**config.mk**
```make
export PLATFORM = sky130hd
export DESIGN_NAME = flash_status_gen
export DESIGN_NICKNAME = d
export VERILOG_FILES = /design/src/rtl/fsg_pkg.sv /design/src/rtl/fsg_rst_sync.sv /design/src/rtl/fsg_prot_timer.sv /design/src/rtl/fsg_seq_track.sv /design/src/rtl/fsg_toggle.sv /design/src/rtl/fsg_word_mux.sv /design/src/rtl/flash_status_gen.sv
export SDC_FILE = /design/constraint.sdc
export NUM_CORES = 1
export LEC_CHECK = 0
export BUFFER_PORTS_ARGS = -buffer_cell sky130_fd_sc_hd__buf_4
export CAP_MARGIN = 20
export CORE_MARGIN = 4
export CORE_UTILIZATION = 40
export DETAILED_ROUTE_END_ITERATION = 8
export HOLD_SLACK_MARGIN = 0.03
export SYNTH_ARGS = -nofsm -noshare
export SYNTH_HDL_FRONTEND = slang
export SYNTH_SLANG_ARGS = --single-unit
```
**constraint.sdc**
```tcl
create_clock -name clk -period 1.6 [get_ports clk]
set_input_delay 0.4 -clock clk [delete_from_list [all_inputs] [get_ports clk]]
set_output_delay 0.4 -clock clk [all_outputs]
set_load 0.03 [all_outputs]
```
**src/rtl/fsg_pkg.sv**
```systemverilog
package fsg_pkg;

  typedef enum logic [2:0] {
    M_ARRAY = 3'd0,
    M_PROG  = 3'd1,
    M_ERASE = 3'd2,
    M_SUSP  = 3'd3,
    M_DONE  = 3'd4,
    M_PROT  = 3'd5
  } fsg_mode_e;

  localparam int POLL_BIT = 7;
  localparam int TOG_A_BIT = 6;
  localparam int ERR_BIT = 5;
  localparam int TMR_BIT = 3;
  localparam int TOG_B_BIT = 2;

  function automatic logic mode_flips_a(fsg_mode_e m);
    return (m == M_PROG) || (m == M_ERASE) || (m == M_PROT);
  endfunction

  function automatic logic mode_erasing(fsg_mode_e m);
    return (m == M_ERASE) || (m == M_SUSP);
  endfunction

endpackage

```
**src/rtl/fsg_rst_sync.sv**
```systemverilog
module fsg_rst_sync (
  input  logic clk,
  input  logic rst_n,
  output logic rst_sync_n
);
  logic [1:0] sync_q;

  always_ff @(posedge clk or negedge rst_n) begin
    if (!rst_n) sync_q <= 2'b00;
    else        sync_q <= {sync_q[0], 1'b1};
  end

  assign rst_sync_n = sync_q[1];
endmodule

```
**src/rtl/fsg_prot_timer.sv**
```systemverilog
module fsg_prot_timer #(
  parameter int CLK_MHZ = 200,
  parameter int PROT_US = 100
) (
  input  logic clk,
  input  logic rst_n,
  input  logic prot_start,
  output logic prot_on
);
  localparam int LIM = CLK_MHZ * PROT_US;
  localparam int CW  = $clog2(LIM + 1);
  localparam logic [CW-1:0] LIM_V = CW'(LIM);

  logic [CW-1:0] cnt_q, cnt_d;
  logic          cnt_en;

  always_comb begin
    cnt_en = prot_start || (cnt_q != '0);
    cnt_d  = cnt_q;
    if (prot_start)        cnt_d = LIM_V;
    else if (cnt_q != '0)  cnt_d = cnt_q - 1'b1;
  end

  always_ff @(posedge clk or negedge rst_n) begin
    if (!rst_n)      cnt_q <= '0;
    else if (cnt_en) cnt_q <= cnt_d;
  end

  assign prot_on = (cnt_q != '0);
endmodule

```
**src/rtl/fsg_seq_track.sv**
```systemverilog
module fsg_seq_track
  import fsg_pkg::*;
#(
  parameter int PROG_STB  = 4,
  parameter int ERASE_STB = 6
) (
  input  logic      clk,
  input  logic      rst_n,
  input  logic      wr_stb,
  input  logic      seq_clr,
  input  logic      prog_busy,
  input  logic      erase_busy,
  input  logic      prog_bit,
  input  logic      susp_ack,
  input  logic      prot_on,
  output fsg_mode_e mode,
  output logic      done_erase,
  output logic      last_bit
);
  localparam int CNT_MAX = (ERASE_STB > PROG_STB) ? ERASE_STB : PROG_STB;
  localparam int CW = $clog2(CNT_MAX + 1);
  localparam logic [CW-1:0] MAX_V = CW'(CNT_MAX);
  localparam logic [CW-1:0] PROG_V = CW'(PROG_STB);
  localparam logic [CW-1:0] ERASE_V = CW'(ERASE_STB);

  logic [CW-1:0] cnt_q, cnt_d;
  logic          act_q, act_d;
  logic          done_q, done_d;
  logic          kind_q, kind_d;
  logic          last_q, last_d;
  logic          valid_e, valid_p, active, done_now;

  always_comb begin
    valid_e  = erase_busy && (cnt_q >= ERASE_V);
    valid_p  = prog_busy && !valid_e && (cnt_q >= PROG_V);
    active   = valid_e || valid_p;
    done_now = (done_q || act_q) && !active && !seq_clr;

    cnt_d = cnt_q;
    if (seq_clr)                     cnt_d = '0;
    else if (wr_stb && cnt_q != MAX_V) cnt_d = cnt_q + 1'b1;

    act_d  = active;
    done_d = done_now;
    kind_d = active ? valid_e : kind_q;
    last_d = valid_p ? prog_bit : last_q;
  end

  always_ff @(posedge clk or negedge rst_n) begin
    if (!rst_n) begin
      cnt_q  <= '0;
      act_q  <= 1'b0;
      done_q <= 1'b0;
      kind_q <= 1'b0;
      last_q <= 1'b0;
    end else begin
      cnt_q  <= cnt_d;
      act_q  <= act_d;
      done_q <= done_d;
      kind_q <= kind_d;
      last_q <= last_d;
    end
  end

  always_comb begin
    if (prot_on)       mode = M_PROT;
    else if (valid_e)  mode = susp_ack ? M_SUSP : M_ERASE;
    else if (valid_p)  mode = M_PROG;
    else if (done_now) mode = M_DONE;
    else               mode = M_ARRAY;
  end

  assign done_erase = kind_q;
  assign last_bit   = last_q;
endmodule

```
**src/rtl/fsg_toggle.sv**
```systemverilog
module fsg_toggle
  import fsg_pkg::*;
#(
  parameter int BLK_BITS = 2
) (
  input  logic                     clk,
  input  logic                     rst_n,
  input  logic                     rd_en,
  input  logic [BLK_BITS-1:0]      rd_blk,
  input  logic [(1<<BLK_BITS)-1:0] erase_mask,
  input  fsg_mode_e                mode,
  output logic                     hit,
  output logic                     tog_a,
  output logic                     tog_b,
  output logic                     rd_fall
);
  logic rd_q;
  logic flip_a_q, flip_a_d;
  logic flip_b_q, flip_b_d;
  logic tog_a_q, tog_a_d;
  logic tog_b_q, tog_b_d;

  always_comb begin
    hit      = erase_mask[rd_blk];
    rd_fall  = rd_q && !rd_en;
    flip_a_d = mode_flips_a(mode);
    flip_b_d = mode_erasing(mode) && hit;
    tog_a_d  = tog_a_q ^ flip_a_q;
    tog_b_d  = tog_b_q ^ flip_b_q;
  end

  always_ff @(posedge clk or negedge rst_n) begin
    if (!rst_n) begin
      rd_q     <= 1'b0;
      flip_a_q <= 1'b0;
      flip_b_q <= 1'b0;
      tog_a_q  <= 1'b0;
      tog_b_q  <= 1'b0;
    end else begin
      rd_q <= rd_en;
      if (rd_en) begin
        flip_a_q <= flip_a_d;
        flip_b_q <= flip_b_d;
      end
      if (rd_fall) begin
        tog_a_q <= tog_a_d;
        tog_b_q <= tog_b_d;
      end
    end
  end

  assign tog_a = tog_a_q;
  assign tog_b = tog_b_q;
endmodule

```
**src/rtl/fsg_word_mux.sv**
```systemverilog
module fsg_word_mux
  import fsg_pkg::*;
(
  input  fsg_mode_e  mode,
  input  logic       prog_bit,
  input  logic       last_bit,
  input  logic       done_erase,
  input  logic       fail,
  input  logic       win_open,
  input  logic       tog_a,
  input  logic       tog_b,
  input  logic       hit,
  input  logic [7:0] arr_data,
  output logic [7:0] word,
  output logic       st_sel
);
  logic [7:0] st;

  always_comb begin
    st     = 8'h00;
    st_sel = 1'b1;
    st[TOG_A_BIT] = tog_a;
    st[TOG_B_BIT] = tog_b;
    unique case (mode)
      M_PROG: begin
        st[POLL_BIT] = !prog_bit;
        st[ERR_BIT]  = fail;
      end
      M_ERASE: begin
        st[ERR_BIT] = fail;
        st[TMR_BIT] = !win_open;
      end
      M_SUSP: begin
        st[POLL_BIT] = 1'b1;
        st[TMR_BIT]  = 1'b1;
        st_sel       = hit;
      end
      M_DONE: begin
        st[POLL_BIT] = done_erase ? 1'b1 : last_bit;
        st[ERR_BIT]  = fail;
        st[TMR_BIT]  = done_erase;
      end
      M_PROT: begin
        st[TMR_BIT] = 1'b1;
      end
      default: st_sel = 1'b0;
    endcase
    word = st_sel ? st : arr_data;
  end
endmodule

```
**src/rtl/flash_status_gen.sv**
```systemverilog
module flash_status_gen
  import fsg_pkg::*;
#(
  parameter int BLK_BITS  = 2,
  parameter int PROG_STB  = 4,
  parameter int ERASE_STB = 6,
  parameter int CLK_MHZ   = 200,
  parameter int PROT_US   = 100,
  localparam int NBLK     = 1 << BLK_BITS
) (
  input  logic                clk,
  input  logic                rst_n,
  input  logic                wr_stb,
  input  logic                seq_clr,
  input  logic                prog_busy,
  input  logic                erase_busy,
  input  logic                prog_bit,
  input  logic [NBLK-1:0]     erase_mask,
  input  logic                susp_ack,
  input  logic                fail,
  input  logic                win_open,
  input  logic                prot_start,
  input  logic                rd_en,
  input  logic [BLK_BITS-1:0] rd_blk,
  input  logic [7:0]          arr_data,
  output logic [7:0]          rd_data
);
  logic       rst_i_n;
  logic       prot_on;
  fsg_mode_e  mode;
  logic       done_erase, last_bit;
  logic       hit, tog_a, tog_b, rd_fall;
  logic [7:0] word;
  logic       st_sel;
  logic [7:0] rd_data_q;

  fsg_rst_sync u_rst (
    .clk(clk), .rst_n(rst_n), .rst_sync_n(rst_i_n)
  );

  fsg_prot_timer #(.CLK_MHZ(CLK_MHZ), .PROT_US(PROT_US)) u_prot (
    .clk(clk), .rst_n(rst_i_n), .prot_start(prot_start), .prot_on(prot_on)
  );

  fsg_seq_track #(.PROG_STB(PROG_STB), .ERASE_STB(ERASE_STB)) u_seq (
    .clk(clk), .rst_n(rst_i_n), .wr_stb(wr_stb), .seq_clr(seq_clr),
    .prog_busy(prog_busy), .erase_busy(erase_busy), .prog_bit(prog_bit),
    .susp_ack(susp_ack), .prot_on(prot_on), .mode(mode),
    .done_erase(done_erase), .last_bit(last_bit)
  );

  fsg_toggle #(.BLK_BITS(BLK_BITS)) u_tog (
    .clk(clk), .rst_n(rst_i_n), .rd_en(rd_en), .rd_blk(rd_blk),
    .erase_mask(erase_mask), .mode(mode), .hit(hit),
    .tog_a(tog_a), .tog_b(tog_b), .rd_fall(rd_fall)
  );

  fsg_word_mux u_mux (
    .mode(mode), .prog_bit(prog_bit), .last_bit(last_bit),
    .done_erase(done_erase), .fail(fail), .win_open(win_open),
    .tog_a(tog_a), .tog_b(tog_b), .hit(hit), .arr_data(arr_data),
    .word(word), .st_sel(st_sel)
  );

  always_ff @(posedge clk or negedge rst_i_n) begin
    if (!rst_i_n)   rd_data_q <= 8'h00;
    else if (rd_en) rd_data_q <= word;
  end

  assign rd_data = rd_data_q;
endmodule

```
==> impl_metrics.prom, run 1 <==
# TYPE chip_impl_metric gauge
chip_impl_info{name="outcome",value="finished, violations left"} 1
chip_impl_info{name="failing_checks",value="negative setup slack"} 1
chip_impl_metric{name="critical_path_required",unit="ps"} 1810
chip_impl_metric{name="drive_above_1_share",unit="%"} 47.8
chip_impl_metric{name="yosysWarnings",unit=""} 0
chip_impl_metric{name="chipHeight",unit="um"} 76.8
chip_impl_info{name="crit_path_max_delay_family",value="simple AND/OR/NAND/NOR gates"} 1
chip_impl_metric{name="grt_use_total",unit="%"} 18.1
chip_impl_metric{name="asyncSetResetFlopFracSynth",unit="%"} 100
chip_impl_metric{name="cp_num_buf_inv",unit=""} 0
chip_impl_metric{name="finalHoldViolCount",unit=""} 0
chip_impl_info{name="synth-main-ff-cell",value="dfrtp_1"} 1
chip_impl_metric{name="design.die.area",unit="um2"} 5900
chip_impl_metric{name="route.final.wire_length",unit="mm"} 5.02
chip_impl_info{name="synthTopCellsByCount",value="dfrtp_1, nor2_1, nand2_1"} 1
chip_impl_metric{name="worstSkewPairLatency",unit="ps"} 280
chip_impl_metric{name="nNetsFinal",unit=""} 306
chip_impl_metric{name="vias_per_cell",unit=""} 5.58
chip_impl_metric{name="cp_data_arrival_time",unit="ps"} 2200
chip_impl_metric{name="grt_antenna_before_repair",unit=""} 0
chip_impl_info{name="grt_setup_unrepaired",value="yes"} 1
chip_impl_metric{name="timing.critical_path.fanout_max",unit=""} 3
chip_impl_metric{name="starting_density",unit="%"} 42.3
chip_impl_metric{name="vdd_ir_max",unit="V"} 0.000514
chip_impl_metric{name="place.detailed.hpwl",unit="mm"} 3.71
chip_impl_metric{name="max_cap_viol_count",unit=""} 0
chip_impl_metric{name="maxSlewViolCount",unit=""} 0
chip_impl_metric{name="finalSetupViolCount",unit=""} 23
chip_impl_metric{name="postPlaceCellArea",unit="um2"} 2570
chip_impl_metric{name="via_count_of_the_first_global_routing_pass",unit=""} 2018
chip_impl_info{name="synthMostInstantiatedCell",value="dfrtp_1"} 1
chip_impl_metric{name="synth.lib_cells_used.distinct",unit=""} 51
chip_impl_metric{name="routed_length_on_met1",unit="mm"} 2.25
chip_impl_metric{name="routed_wire_length_per_instance",unit="um"} 15.2
chip_impl_metric{name="globalRoute.totalOverflow",unit=""} 0
chip_impl_metric{name="worst_setup_hold_path_clk_slew",unit="ps"} 70
chip_impl_metric{name="reg2reg_depth",unit=""} 4
chip_impl_metric{name="finish.instance_area",unit="um2"} 2940
chip_impl_metric{name="grt_pass1_wl",unit="mm"} 8.76
chip_impl_info{name="crit_chain",value="or4_4 -> or3_4 -> or4_4 -> a21oi_2"} 1
chip_impl_metric{name="synthCells",unit=""} 187
chip_impl_metric{name="dr.first_iter.drc_count",unit=""} 54
chip_impl_info{name="synth_largest_area_cell",value="dfrtp_1"} 1
chip_impl_metric{name="synthesis.area",unit="um2"} 1890
chip_impl_metric{name="synth_fp_nets",unit=""} 216
chip_impl_info{name="critPathCaptureType",value="flip-flop"} 1
chip_impl_metric{name="die_x",unit="um"} 76.8
chip_impl_metric{name="synth.avg_cell_area",unit="um2"} 10.1
chip_impl_metric{name="coreArea",unit="um2"} 4470
chip_impl_metric{name="dr_total_vias",unit=""} 1841
chip_impl_metric{name="critical_path.max_stage_delay",unit="ps"} 540
chip_impl_info{name="setup.worst_path.start_class",value="flip-flop"} 1
chip_impl_metric{name="r2r_slack",unit="ps"} -390
chip_impl_info{name="timing.critical_path.slowest_stage_cell",value="or4_4"} 1
chip_impl_info{name="worstHoldPathType",value="flip-flop to async pin"} 1
chip_impl_metric{name="cts_num_sinks",unit=""} 37
chip_impl_metric{name="fillers",unit=""} 346
chip_impl_metric{name="placement_rows",unit=""} 24
chip_impl_metric{name="ant_nets",unit=""} 0
chip_impl_metric{name="power_leakage",unit="nW"} 1.33
chip_impl_metric{name="area_delta_synth_final",unit="%"} 55.5
chip_impl_info{name="worstReg2RegStart",value="u_prot.cnt_q[8]"} 1
chip_impl_metric{name="maximum_number_of_pins_on_one_net_before_global_route_repair",unit=""} 36
chip_impl_info{name="synth_area_leaders",value="dfrtp_1, nor2_1, a21oi_1"} 1
chip_impl_metric{name="synth-edff-count",unit=""} 0
chip_impl_metric{name="remaining_drc_errors",unit=""} 0
chip_impl_info{name="path_class",value="flip-flop to flip-flop"} 1
chip_impl_metric{name="top_level_ports",unit=""} 34
chip_impl_metric{name="cts_buffers",unit=""} 5
chip_impl_info{name="cpMostUsedCell",value="or4_4"} 1
chip_impl_info{name="reg2reg_to",value="u_prot.cnt_q[12]"} 1
chip_impl_metric{name="layout_worst_path_cycle_share",unit="%"} 124
chip_impl_info{name="clockRootBuffer",value="clkbuf_8"} 1
chip_impl_metric{name="synth.ff_latch_count",unit=""} 37
chip_impl_metric{name="cts-root-to-sink-buffers",unit=""} 2
chip_impl_metric{name="final.setup.tns",unit="ps"} -4210
chip_impl_metric{name="seq_area_frac_synth",unit="%"} 48.9
chip_impl_metric{name="htree_num_levels",unit=""} 2
chip_impl_info{name="top_layer",value="met4"} 1
chip_impl_metric{name="synth_top_area_share",unit="%"} 48.9
chip_impl_metric{name="finalWeightedCongestion",unit=""} 0.811
chip_impl_metric{name="drt-pass1-iter-count",unit=""} 4
chip_impl_metric{name="i_o_buffers",unit=""} 33
chip_impl_metric{name="final_period_minus_worst_setup_slack",unit="ps"} 1990
chip_impl_metric{name="clock-skew-final",unit="ps"} 4.64
chip_impl_metric{name="dr_wl_met3",unit="um"} 201
chip_impl_metric{name="pwr_density_cell",unit="nW/um2"} 830
chip_impl_metric{name="max_freq",unit="MHz"} 503
chip_impl_metric{name="met2_wirelength",unit="mm"} 2.54
chip_impl_metric{name="diodes_inserted",unit=""} 0
chip_impl_metric{name="finalWorstSetupSlack",unit="ps"} -386
chip_impl_info{name="tritoncts",value="built"} 1
## logic make-up (layout without fill, tap and decap cells)
logic type | count (synthesis) | after routing | share of synthesized area [%]
and+or+nand+nor | 75 | 76 | 22.4
AOI/OAI and AO/OA | 49 | 49 | 18.4
DFF | 37 | 37 | 48.9
buffers and inverters | 13 | 103 | 2.58
muxes | 6 | 6 | 4.10
adders and majority gates | 3 | 3 | 1.98
xor gates and xnor gates | 3 | 3 | 1.39
other | 1 | 1 | 0.198
## state kept, by name, indices dropped and copies added, names as in the netlist
name	count
u_tog.flip_a_q	1
u_tog.flip_b_q	1
u_seq.done_q	1
u_seq.done_erase	1
u_tog.tog_a	1
u_tog.tog_b	1
u_tog.rd_q	1
u_seq.act_q	1
u_prot.cnt_q	15
u_seq.last_bit	1
rd_data	8
u_rst.sync_q	2
u_seq.cnt_q	3
## worst max path at each step
stage,slack [ps],startpoint,to,cells past startpoint
floorplan,-370,u_prot.cnt_q[8],u_prot.cnt_q[12],4
global placement,-340,u_prot.cnt_q[8],u_prot.cnt_q[12],4
detailed placement,-380,u_prot.cnt_q[8],u_prot.cnt_q[12],4
CTS,-390,u_prot.cnt_q[8],u_prot.cnt_q[12],4
global route,-440,u_prot.cnt_q[8],u_prot.cnt_q[12],4
finish,-390,u_prot.cnt_q[8],u_prot.cnt_q[12],4
## cells in the final DEF (no fill, tap or decap), types with 4 or more instances in the layout
master,synthesis,routed
a21oi_1,10,7
mux2_2,4,4
dfrtp_1,37,36
buf_6,0,11
buf_4,0,74
a31oi_1,4,4
nor3_1,4,4
nand3_1,6,5
inv_1,8,7
o211ai_1,4,4
clkbuf_8,0,6
nor2_1,19,17
nand2_1,13,13
## metal layers
layer	global-route usage, %	up-vias
li1	-	884
met1	22.5	920
met2	31.3	35
met3	3.98	2
met4	5.43	0
met5	0	-
## where the power goes
part | switching [mW] | internal (mW) | leakage [nW]
Sequential | 0.0564 | 1.01 | 0.457
Clock | 0.315 | 0.508 | 0.0585
Combinational | 0.265 | 0.287 | 0.810
Total | 0.637 | 1.81 | 1.33
## cell type report
type	instances	area, um2	share of cell area (%)
clock buffers	7	86.3	2.93
clock inverters	1	30.0	1.02
inverters	9	33.8	1.15
multi-input cells	138	1110	37.8
flip-flops and latches	37	927	31.5
well taps	52	65.1	2.21
repair buffers	86	689	23.4
## metrics by stage
| stage | worst slack, ps | instances | hold WS, ps | power (mW) | utilization (%) |
|---|---|---|---|---|---|
| 5_1_grt | -442 | 330 | 317 | 2.59 | 65.8 |
| 3_3_place_gp | -345 | 313 | 181 | 1.56 | 57.6 |
| 3_5_place_dp | -384 | 313 | 183 | 1.58 | 57.6 |
| 2_1_floorplan | -371 | 187 | 104 | 1.34 | - |
| 6_report | -386 | 330 | 277 | 2.44 | 65.8 |
| 4_1_cts | -392 | 327 | 298 | 2.45 | 63.6 |
## repair_timing
| action | CTS | global route |
|---|---|---|
| setup buffers | 6 | 4 |
| pin swaps | 17 | 9 |
| endpoints found under the hold margin | 2 | 0 |
| setup endpoints to repair | 21 | 26 |
| gates cloned | 1 | 0 |
| hold buffers | 1 | 0 |
| gates resized for setup | 23 | 20 |
## worst reg2reg max path: cells and delay by family, from the launching register on
kind / cells / cell delay, ps
compound gates: 1 / 130
flops: 1 / 380
simple gates: 3 / 1420
No activity file was read; power rests on OpenSTA's default activity.
==> inputs of run 2 (changes only) <==
Clock period 1.6 ns to 2.4 ns, I/O delays scaled along.
==> run 2 against run 1 <==
The flow now finishes without violations. Routed wire length fell by 12%. Critical endpoint is now u_prot.cnt_q[13]. Largest cell class is now registers. Die area did not move. Critical path depth did not move. Register-to-register slack improved by 560 ps. Flip-flop and latch count did not move. First-iteration DRC count rose by 22%. Largest power group unchanged.
==> impl_metrics.prom, run 2 (synthesis results as in run 1) <==
# TYPE chip_impl_metric gauge
chip_impl_info{name="setup.worst_path.start_class",value="flip-flop"} 1
chip_impl_metric{name="cts-root-to-sink-buffers",unit=""} 2
chip_impl_metric{name="switching_power",unit="mW"} 0.389
chip_impl_metric{name="maximum_number_of_pins_on_one_net_before_global_route_repair",unit=""} 36
chip_impl_metric{name="design.die.area",unit="um2"} 5900
chip_impl_metric{name="cts_num_sinks",unit=""} 37
chip_impl_info{name="worstReg2RegStart",value="u_prot.cnt_q[7]"} 1
chip_impl_metric{name="finalHoldViolCount",unit=""} 0
chip_impl_metric{name="power.clock.fraction",unit="%"} 32.8
chip_impl_info{name="grt_setup_unrepaired",value="no"} 1
chip_impl_info{name="worstHoldPathType",value="input pin to async pin"} 1
chip_impl_metric{name="grt_antenna_before_repair",unit=""} 0
chip_impl_metric{name="area_delta_synth_final",unit="%"} 23.9
chip_impl_metric{name="critical_path.max_stage_delay",unit="ps"} 550
chip_impl_metric{name="i_o_buffers",unit=""} 33
chip_impl_metric{name="max_freq",unit="MHz"} 449
chip_impl_metric{name="power_leakage",unit="nW"} 1.03
chip_impl_metric{name="timing.critical_path.fanout_max",unit=""} 6
chip_impl_info{name="timing.critical_path.slowest_stage_cell",value="or4_4"} 1
chip_impl_metric{name="chipHeight",unit="um"} 76.8
chip_impl_metric{name="ant_nets",unit=""} 0
chip_impl_info{name="timing.critical_path.to",value="u_prot.cnt_q[13]"} 1
chip_impl_metric{name="finish.instance_area",unit="um2"} 2340
chip_impl_metric{name="final_period_minus_worst_setup_slack",unit="ps"} 2230
chip_impl_metric{name="globalRoute.totalOverflow",unit=""} 0
chip_impl_metric{name="cts_resized",unit=""} 0
chip_impl_metric{name="via_count_of_the_first_global_routing_pass",unit=""} 1671
chip_impl_metric{name="postPlaceCellArea",unit="um2"} 2240
chip_impl_info{name="largest_register",value="u_prot.cnt_q"} 1
chip_impl_metric{name="grt_pass1_wl",unit="mm"} 7.71
chip_impl_metric{name="cp_num_buf_inv",unit=""} 0
chip_impl_metric{name="layout_worst_path_cycle_share",unit="%"} 92.8
chip_impl_metric{name="pwr_density_cell",unit="nW/um2"} 616
chip_impl_metric{name="internal_power_component",unit="mW"} 1.05
chip_impl_info{name="crit_chain",value="or4_4 -> or3_1 -> nor4b_1 -> mux2_2"} 1
chip_impl_info{name="final_cell_mix",value="buf_4, dfrtp_1, nor2_1, nand2_1, a21oi_1"} 1
chip_impl_metric{name="worstSkewPairLatency",unit="ps"} 290
chip_impl_metric{name="r2r_slack",unit="ps"} 170
chip_impl_metric{name="routed_wire_length_per_instance",unit="um"} 15.6
chip_impl_metric{name="coreArea",unit="um2"} 4470
chip_impl_metric{name="holdBufCountCts",unit=""} 0
chip_impl_metric{name="remaining_drc_errors",unit=""} 0
chip_impl_metric{name="route.final.wire_length",unit="mm"} 4.43
chip_impl_metric{name="place.detailed.hpwl",unit="mm"} 3.39
chip_impl_info{name="crit_path_start",value="u_prot.cnt_q[7]"} 1
chip_impl_metric{name="cp_data_arrival_time",unit="ps"} 2400
chip_impl_metric{name="drive_above_1_share",unit="%"} 26.0
chip_impl_metric{name="dr_total_vias",unit=""} 1622
chip_impl_metric{name="diodes_inserted",unit=""} 0
chip_impl_metric{name="vias_per_cell",unit=""} 5.73
chip_impl_metric{name="critical_path_required",unit="ps"} 2580
chip_impl_metric{name="worst_setup_hold_path_clk_slew",unit="ps"} 70
chip_impl_metric{name="reg2reg_depth",unit=""} 4
chip_impl_info{name="layout.cells.most_common",value="buf_4"} 1
chip_impl_metric{name="placement_rows",unit=""} 24
chip_impl_metric{name="vdd_ir_max",unit="V"} 0.000264
chip_impl_metric{name="htree_num_levels",unit=""} 2
chip_impl_metric{name="largest_register_ffs",unit=""} 15
chip_impl_info{name="outcome",value="finished clean"} 1
chip_impl_metric{name="cts_post_setup_buffers_inserted",unit=""} 0
chip_impl_info{name="path_class",value="flip-flop to flip-flop"} 1
chip_impl_metric{name="clock-skew-final",unit="ps"} 4.12
chip_impl_metric{name="drt-pass1-iter-count",unit=""} 4
chip_impl_metric{name="nNetsFinal",unit=""} 259
chip_impl_metric{name="max_cap_viol_count",unit=""} 0
chip_impl_metric{name="portion_of_total_power_attributed_to_combinational_logic",unit="%"} 17.2
chip_impl_info{name="tritoncts",value="built"} 1
chip_impl_metric{name="finalSetupViolCount",unit=""} 0
chip_impl_metric{name="dr.first_iter.drc_count",unit=""} 66
chip_impl_metric{name="top_level_ports",unit=""} 34
chip_impl_metric{name="sw_frac_of_total",unit="%"} 27.0
chip_impl_info{name="crit_path_max_delay_family",value="simple AND/OR/NAND/NOR gates"} 1
chip_impl_metric{name="grt_use_total",unit="%"} 16.3
chip_impl_info{name="clockRootBuffer",value="clkbuf_8"} 1
chip_impl_metric{name="maxSlewViolCount",unit=""} 0
chip_impl_metric{name="power.sequential.fraction",unit="%"} 50.0
chip_impl_metric{name="cts_buffers",unit=""} 5
chip_impl_metric{name="die_x",unit="um"} 76.8
chip_impl_metric{name="critical_path_cell_count",unit=""} 4
chip_impl_metric{name="starting_density",unit="%"} 42.3
chip_impl_info{name="reg2reg_to",value="u_prot.cnt_q[13]"} 1
chip_impl_metric{name="finalWeightedCongestion",unit=""} 0.774
chip_impl_metric{name="final.setup.tns",unit="ps"} 0
chip_impl_info{name="critPathCaptureType",value="flip-flop"} 1
## run 2: changes by cell type in the layout (fill, tap and decap cells not counted), sizes merged
cell / previous run / this run
clkinv: 1 / 2
and4: 2 / 1
bufinv: 1 / 0
dlygate4sd3: 1 / 0
buf: 85 / 40
## run 2: worst min-delay path by stage
stage / end / slack, ps / from / cells after the start
2_1_floorplan: u_rst.sync_q[0] / 300 / rst_n / 0
3_3_place_gp: u_prot.cnt_q[6] / 290 / u_rst.sync_q[1] / 1
3_5_place_dp: u_prot.cnt_q[6] / 310 / u_rst.sync_q[1] / 1
4_1_cts: u_rst.sync_q[1] / 70 / rst_n / 1
5_1_grt: u_rst.sync_q[1] / 50 / rst_n / 1
6_report: u_rst.sync_q[1] / 80 / rst_n / 1
## run 2: through the flow
stage	power [mW]	hold WS, ps	worst slack, ps	utilization (%)	cells
6_report	1.44	77.6	172	52.4	283
5_1_grt	1.54	53.5	74.1	52.4	283
4_1_cts	1.47	68.0	172	52.4	283
3_5_place_dp	0.986	311	181	50.1	275
3_3_place_gp	0.975	289	283	50.1	275
2_1_floorplan	0.883	304	340	-	187
## run 2: area by class of cell
| class | count | area, um2 |
|---|---|---|
| clock buffers | 7 | 96.3 |
| clock inverters | 1 | 5.00 |
| fillers | 425 | 2130 |
| inverters | 9 | 33.8 |
| multi-input cells | 137 | 918 |
| flip-flops and latches | 37 | 926 |
| well taps | 52 | 65.1 |
| repair buffers | 40 | 300 |
## run 2: power by group through the flow
stage / combinational, mW / clock (mW) / sequential [mW]
after floorplan: 0.140 / 0 / 0.743
after global placement: 0.246 / 0 / 0.729
after detailed placement: 0.252 / 0 / 0.733
after CTS: 0.253 / 0.496 / 0.721
after global routing: 0.279 / 0.532 / 0.729
final: 0.249 / 0.474 / 0.722
## run 2: routing by layer
metal	GRT usage (%)	vias up	routed length [um]
li1	-	789	-
met3	4.33	6	212
met5	0	-	0
met1	19.7	793	1890
met2	27.4	34	2250
met4	6.88	0	71
## run 2: worst register-to-register path, cell delays in order (launching register included)
cell and delay, ps:
dfrtp_1 440, or4_4 550, or3_1 350, nor4b_1 410, mux2_2 370
==> inputs of run 3 (changes only) <==
Settings changed: ABC_AREA from default to 1.
Clock period 2.4 ns to 2.8 ns, I/O delays scaled along.
==> run 3 against run 2 <==
Register-to-register slack improved by 700 ps. Sequential share of layout area decreased by 0.17 points. Power decreased by 11%. Routed wire length decreased by 12%. Via count decreased by 2.2%. First-iteration DRC count increased by 6.1%. Fmax increased by 16%. Setup slack improved by 700 ps. Critical endpoint is now rd_data[7]. Highest routed layer unchanged.
==> impl_metrics.prom, run 3 <==
# TYPE chip_impl_metric gauge
chip_impl_metric{name="power.sequential.fraction",unit="%"} 47.1
chip_impl_metric{name="cts_post_setup_buffers_inserted",unit=""} 0
chip_impl_metric{name="globalRoute.totalOverflow",unit=""} 0
chip_impl_metric{name="synth.ff_latch_count",unit=""} 37
chip_impl_info{name="clockRootBuffer",value="clkbuf_8"} 1
chip_impl_metric{name="sw_frac_of_total",unit="%"} 25.9
chip_impl_metric{name="htree_num_levels",unit=""} 2
chip_impl_metric{name="portion_of_total_power_attributed_to_combinational_logic",unit="%"} 16.2
chip_impl_metric{name="asyncSetResetFlopFracSynth",unit="%"} 100
chip_impl_metric{name="drive_above_1_share",unit="%"} 22.0
chip_impl_info{name="outcome",value="finished clean"} 1
chip_impl_metric{name="ant_nets",unit=""} 0
chip_impl_metric{name="place_ws",unit="ps"} 876
chip_impl_metric{name="seq_area_frac_synth",unit="%"} 47.9
chip_impl_info{name="cpMostUsedCell",value="nand2_1"} 1
chip_impl_metric{name="synth_top_area_share",unit="%"} 47.9
chip_impl_metric{name="yosysWarnings",unit=""} 0
chip_impl_metric{name="diodes_inserted",unit=""} 0
chip_impl_info{name="layout.cells.most_common",value="nand2_1"} 1
chip_impl_metric{name="cts_resized",unit=""} 0
chip_impl_metric{name="synth.avg_cell_area",unit="um2"} 7.98
chip_impl_metric{name="largest_register_ffs",unit=""} 15
chip_impl_metric{name="switching_power",unit="mW"} 0.333
chip_impl_metric{name="cts_num_sinks",unit=""} 37
chip_impl_info{name="timing.critical_path.slowest_stage_cell",value="dfrtp_1"} 1
chip_impl_metric{name="dr_total_vias",unit=""} 1586
chip_impl_metric{name="coreArea",unit="um2"} 4690
chip_impl_metric{name="pwr_density_cell",unit="nW/um2"} 546
chip_impl_metric{name="critical_path.max_stage_delay",unit="ps"} 360
chip_impl_info{name="critPathCaptureType",value="flip-flop"} 1
chip_impl_metric{name="chipHeight",unit="um"} 77.5
chip_impl_metric{name="cts-root-to-sink-buffers",unit=""} 2
chip_impl_metric{name="grt_use_total",unit="%"} 13.9
chip_impl_metric{name="top_level_ports",unit=""} 34
chip_impl_metric{name="power_leakage",unit="nW"} 1.20
chip_impl_metric{name="clock-skew-final",unit="ps"} 11.2
chip_impl_metric{name="drt-pass1-iter-count",unit=""} 4
chip_impl_metric{name="worst_setup_hold_path_clk_slew",unit="ps"} 70
chip_impl_metric{name="muxShareOfSynthArea",unit="%"} 0
chip_impl_metric{name="final.setup.tns",unit="ps"} 0
chip_impl_metric{name="postPlaceCellArea",unit="um2"} 2240
chip_impl_metric{name="r2r_slack",unit="ps"} 880
chip_impl_metric{name="area_delta_synth_final",unit="%"} 21.9
chip_impl_metric{name="synthesis.area",unit="um2"} 1930
chip_impl_info{name="dominant_combinational_cell_family_by_area_after_synthesis",value="simple AND/OR/NAND/NOR gates"} 1
chip_impl_metric{name="maxSlewViolCount",unit=""} 0
chip_impl_metric{name="vdd_ir_max",unit="V"} 0.000277
chip_impl_metric{name="design.die.area",unit="um2"} 6010
chip_impl_info{name="synth-main-ff-cell",value="dfrtp_1"} 1
chip_impl_metric{name="grt_pass1_wl",unit="mm"} 6.73
chip_impl_metric{name="timing.critical_path.fanout_max",unit=""} 11
chip_impl_metric{name="synth_simple_gate_area_share",unit="%"} 26.7
chip_impl_metric{name="layout_worst_path_cycle_share",unit="%"} 68.7
chip_impl_metric{name="dr.first_iter.drc_count",unit=""} 70
chip_impl_metric{name="adder_cell_share_of_the_synthesized_area",unit="%"} 1.94
chip_impl_info{name="synth_area_leaders",value="dfrtp_1, nand2_1, inv_1"} 1
chip_impl_info{name="worstReg2RegStart",value="u_prot.cnt_q[0]"} 1
chip_impl_metric{name="place.detailed.hpwl",unit="mm"} 2.96
chip_impl_info{name="grt_setup_unrepaired",value="no"} 1
chip_impl_metric{name="finalWeightedCongestion",unit=""} 0.781
chip_impl_metric{name="synth_fp_nets",unit=""} 271
chip_impl_metric{name="synth.lib_cells_used.distinct",unit=""} 31
chip_impl_metric{name="routed_wire_length_per_instance",unit="um"} 11.6
chip_impl_metric{name="synthCells",unit=""} 242
chip_impl_metric{name="synth_xor_xnor_area_share",unit="%"} 0.907
chip_impl_metric{name="synth-edff-count",unit=""} 0
chip_impl_metric{name="cp_data_arrival_time",unit="ps"} 2090
chip_impl_info{name="crit_chain",value="inv_1 -> ha_1 -> nand2_1 -> nor2_2 -> nand2_2 -> nor2_4 -> nand2_1 -> nand3_2 -> inv_2 -> nand2_4 -> nand2_1 -> nand3_1 -> nand2_1"} 1
chip_impl_metric{name="finish.instance_area",unit="um2"} 2350
chip_impl_info{name="largest_register",value="u_prot.cnt_q"} 1
chip_impl_metric{name="power.clock.fraction",unit="%"} 36.7
chip_impl_metric{name="maximum_number_of_pins_on_one_net_before_global_route_repair",unit=""} 33
chip_impl_metric{name="max_freq",unit="MHz"} 520
chip_impl_info{name="tritoncts",value="built"} 1
chip_impl_info{name="crit_path_start",value="u_prot.cnt_q[0]"} 1
chip_impl_metric{name="starting_density",unit="%"} 41.2
chip_impl_info{name="synthTopCellsByCount",value="nand2_1, dfrtp_1, inv_1"} 1
chip_impl_metric{name="critical_path_required",unit="ps"} 2970
chip_impl_metric{name="internal_power_component",unit="mW"} 0.954
chip_impl_metric{name="max_cap_viol_count",unit=""} 0
chip_impl_metric{name="synth_compound_area_share",unit="%"} 12.9
chip_impl_info{name="reg2reg_to",value="rd_data[7]"} 1
chip_impl_metric{name="remaining_drc_errors",unit=""} 0
chip_impl_metric{name="worstSkewPairLatency",unit="ps"} 290
chip_impl_metric{name="holdBufCountCts",unit=""} 0
chip_impl_metric{name="reg2reg_depth",unit=""} 13
chip_impl_metric{name="finalWorstSetupSlack",unit="ps"} 876
chip_impl_metric{name="die_x",unit="um"} 77.5
chip_impl_metric{name="finalSetupViolCount",unit=""} 0
chip_impl_info{name="path_class",value="flip-flop to flip-flop"} 1
chip_impl_info{name="final_cell_mix",value="nand2_1, dfrtp_1, inv_1, buf_4, nor2_1"} 1
chip_impl_info{name="worstHoldPathType",value="flip-flop to async pin"} 1
chip_impl_metric{name="vias_per_cell",unit=""} 4.72
chip_impl_info{name="synth_largest_area_cell",value="dfrtp_1"} 1
chip_impl_metric{name="nNetsFinal",unit=""} 310
chip_impl_metric{name="via_count_of_the_first_global_routing_pass",unit=""} 1520
chip_impl_info{name="setup.worst_path.start_class",value="flip-flop"} 1
chip_impl_metric{name="grt_antenna_before_repair",unit=""} 0
chip_impl_metric{name="cts_buffers",unit=""} 5
chip_impl_info{name="synthMostInstantiatedCell",value="nand2_1"} 1
chip_impl_metric{name="i_o_buffers",unit=""} 33
chip_impl_metric{name="final_period_minus_worst_setup_slack",unit="ps"} 1920
chip_impl_metric{name="route.final.wire_length",unit="mm"} 3.89
chip_impl_metric{name="placement_rows",unit=""} 25
chip_impl_metric{name="finalHoldViolCount",unit=""} 0
run 3: kinds of logic after synthesis:
| kind of cell | after synthesis |
|---|---|
| and+or+nand+nor | 111 |
| buffers and inverters | 46 |
| AOI/OAI and AO/OA | 42 |
| DFF | 37 |
| adders and majority gates | 3 |
| xor gates and xnor gates | 2 |
| other | 1 |
run 3: per-layer routing:
metal	part of all wire (%)	wire (um)	track usage [%]
met1	50	1930	18.2
met2	46	1790	22.7
met3	3.3	127	3.13
met4	1.1	44	4.80
met5	0	0	0
run 3: area by class of cell:
type	count	area, um2
repair buffers	34	255
clock buffers	7	86.3
inverters	44	165
flip-flops and latches	37	926
fillers	476	2340
clock inverters	1	30.0
multi-input cells	159	825
well taps	54	67.6
run 3: critical path: cells and delay by family, from the launching register on:
family | cells | cell delay [ps]
fa+ha+maj | 1 | 220
buf+inv | 2 | 180
flops | 1 | 360
simple gates | 10 | 1040
run 3: power groups by stage:
stage | Sequential (mW) | Clock [mW] | Combinational [mW]
after floorplan | 0.634 | 0 | 0.117
after global placement | 0.615 | 0 | 0.210
after detailed placement | 0.617 | 0 | 0.211
after CTS | 0.607 | 0.484 | 0.211
after global routing | 0.610 | 0.505 | 0.240
final | 0.606 | 0.472 | 0.208
run 3: worst max path at each step:
| stage | end | slack, ps | depth (start not counted) |
|---|---|---|---|
| after floorplan | rd_data[7] | 1130 | 14 |
| after global placement | rd_data[3] | 930 | 13 |
| after detailed placement | rd_data[7] | 880 | 13 |
| after CTS | rd_data[7] | 860 | 13 |
| after global routing | rd_data[3] | 620 | 13 |
| final | rd_data[7] | 880 | 13 |
run 3: per-stage QoR:
| step | total power, mW | hold slack [ps] | cells | util (%) |
|---|---|---|---|---|
| 2_1_floorplan | 0.751 | 331 | 242 | - |
| 3_3_place_gp | 0.826 | 68.6 | 328 | 47.7 |
| 3_5_place_dp | 0.827 | 70.4 | 328 | 47.7 |
| 4_1_cts | 1.30 | 75.7 | 336 | 50.2 |
| 5_1_grt | 1.36 | 83.7 | 336 | 50.2 |
| 6_report | 1.29 | 67.5 | 336 | 50.2 |
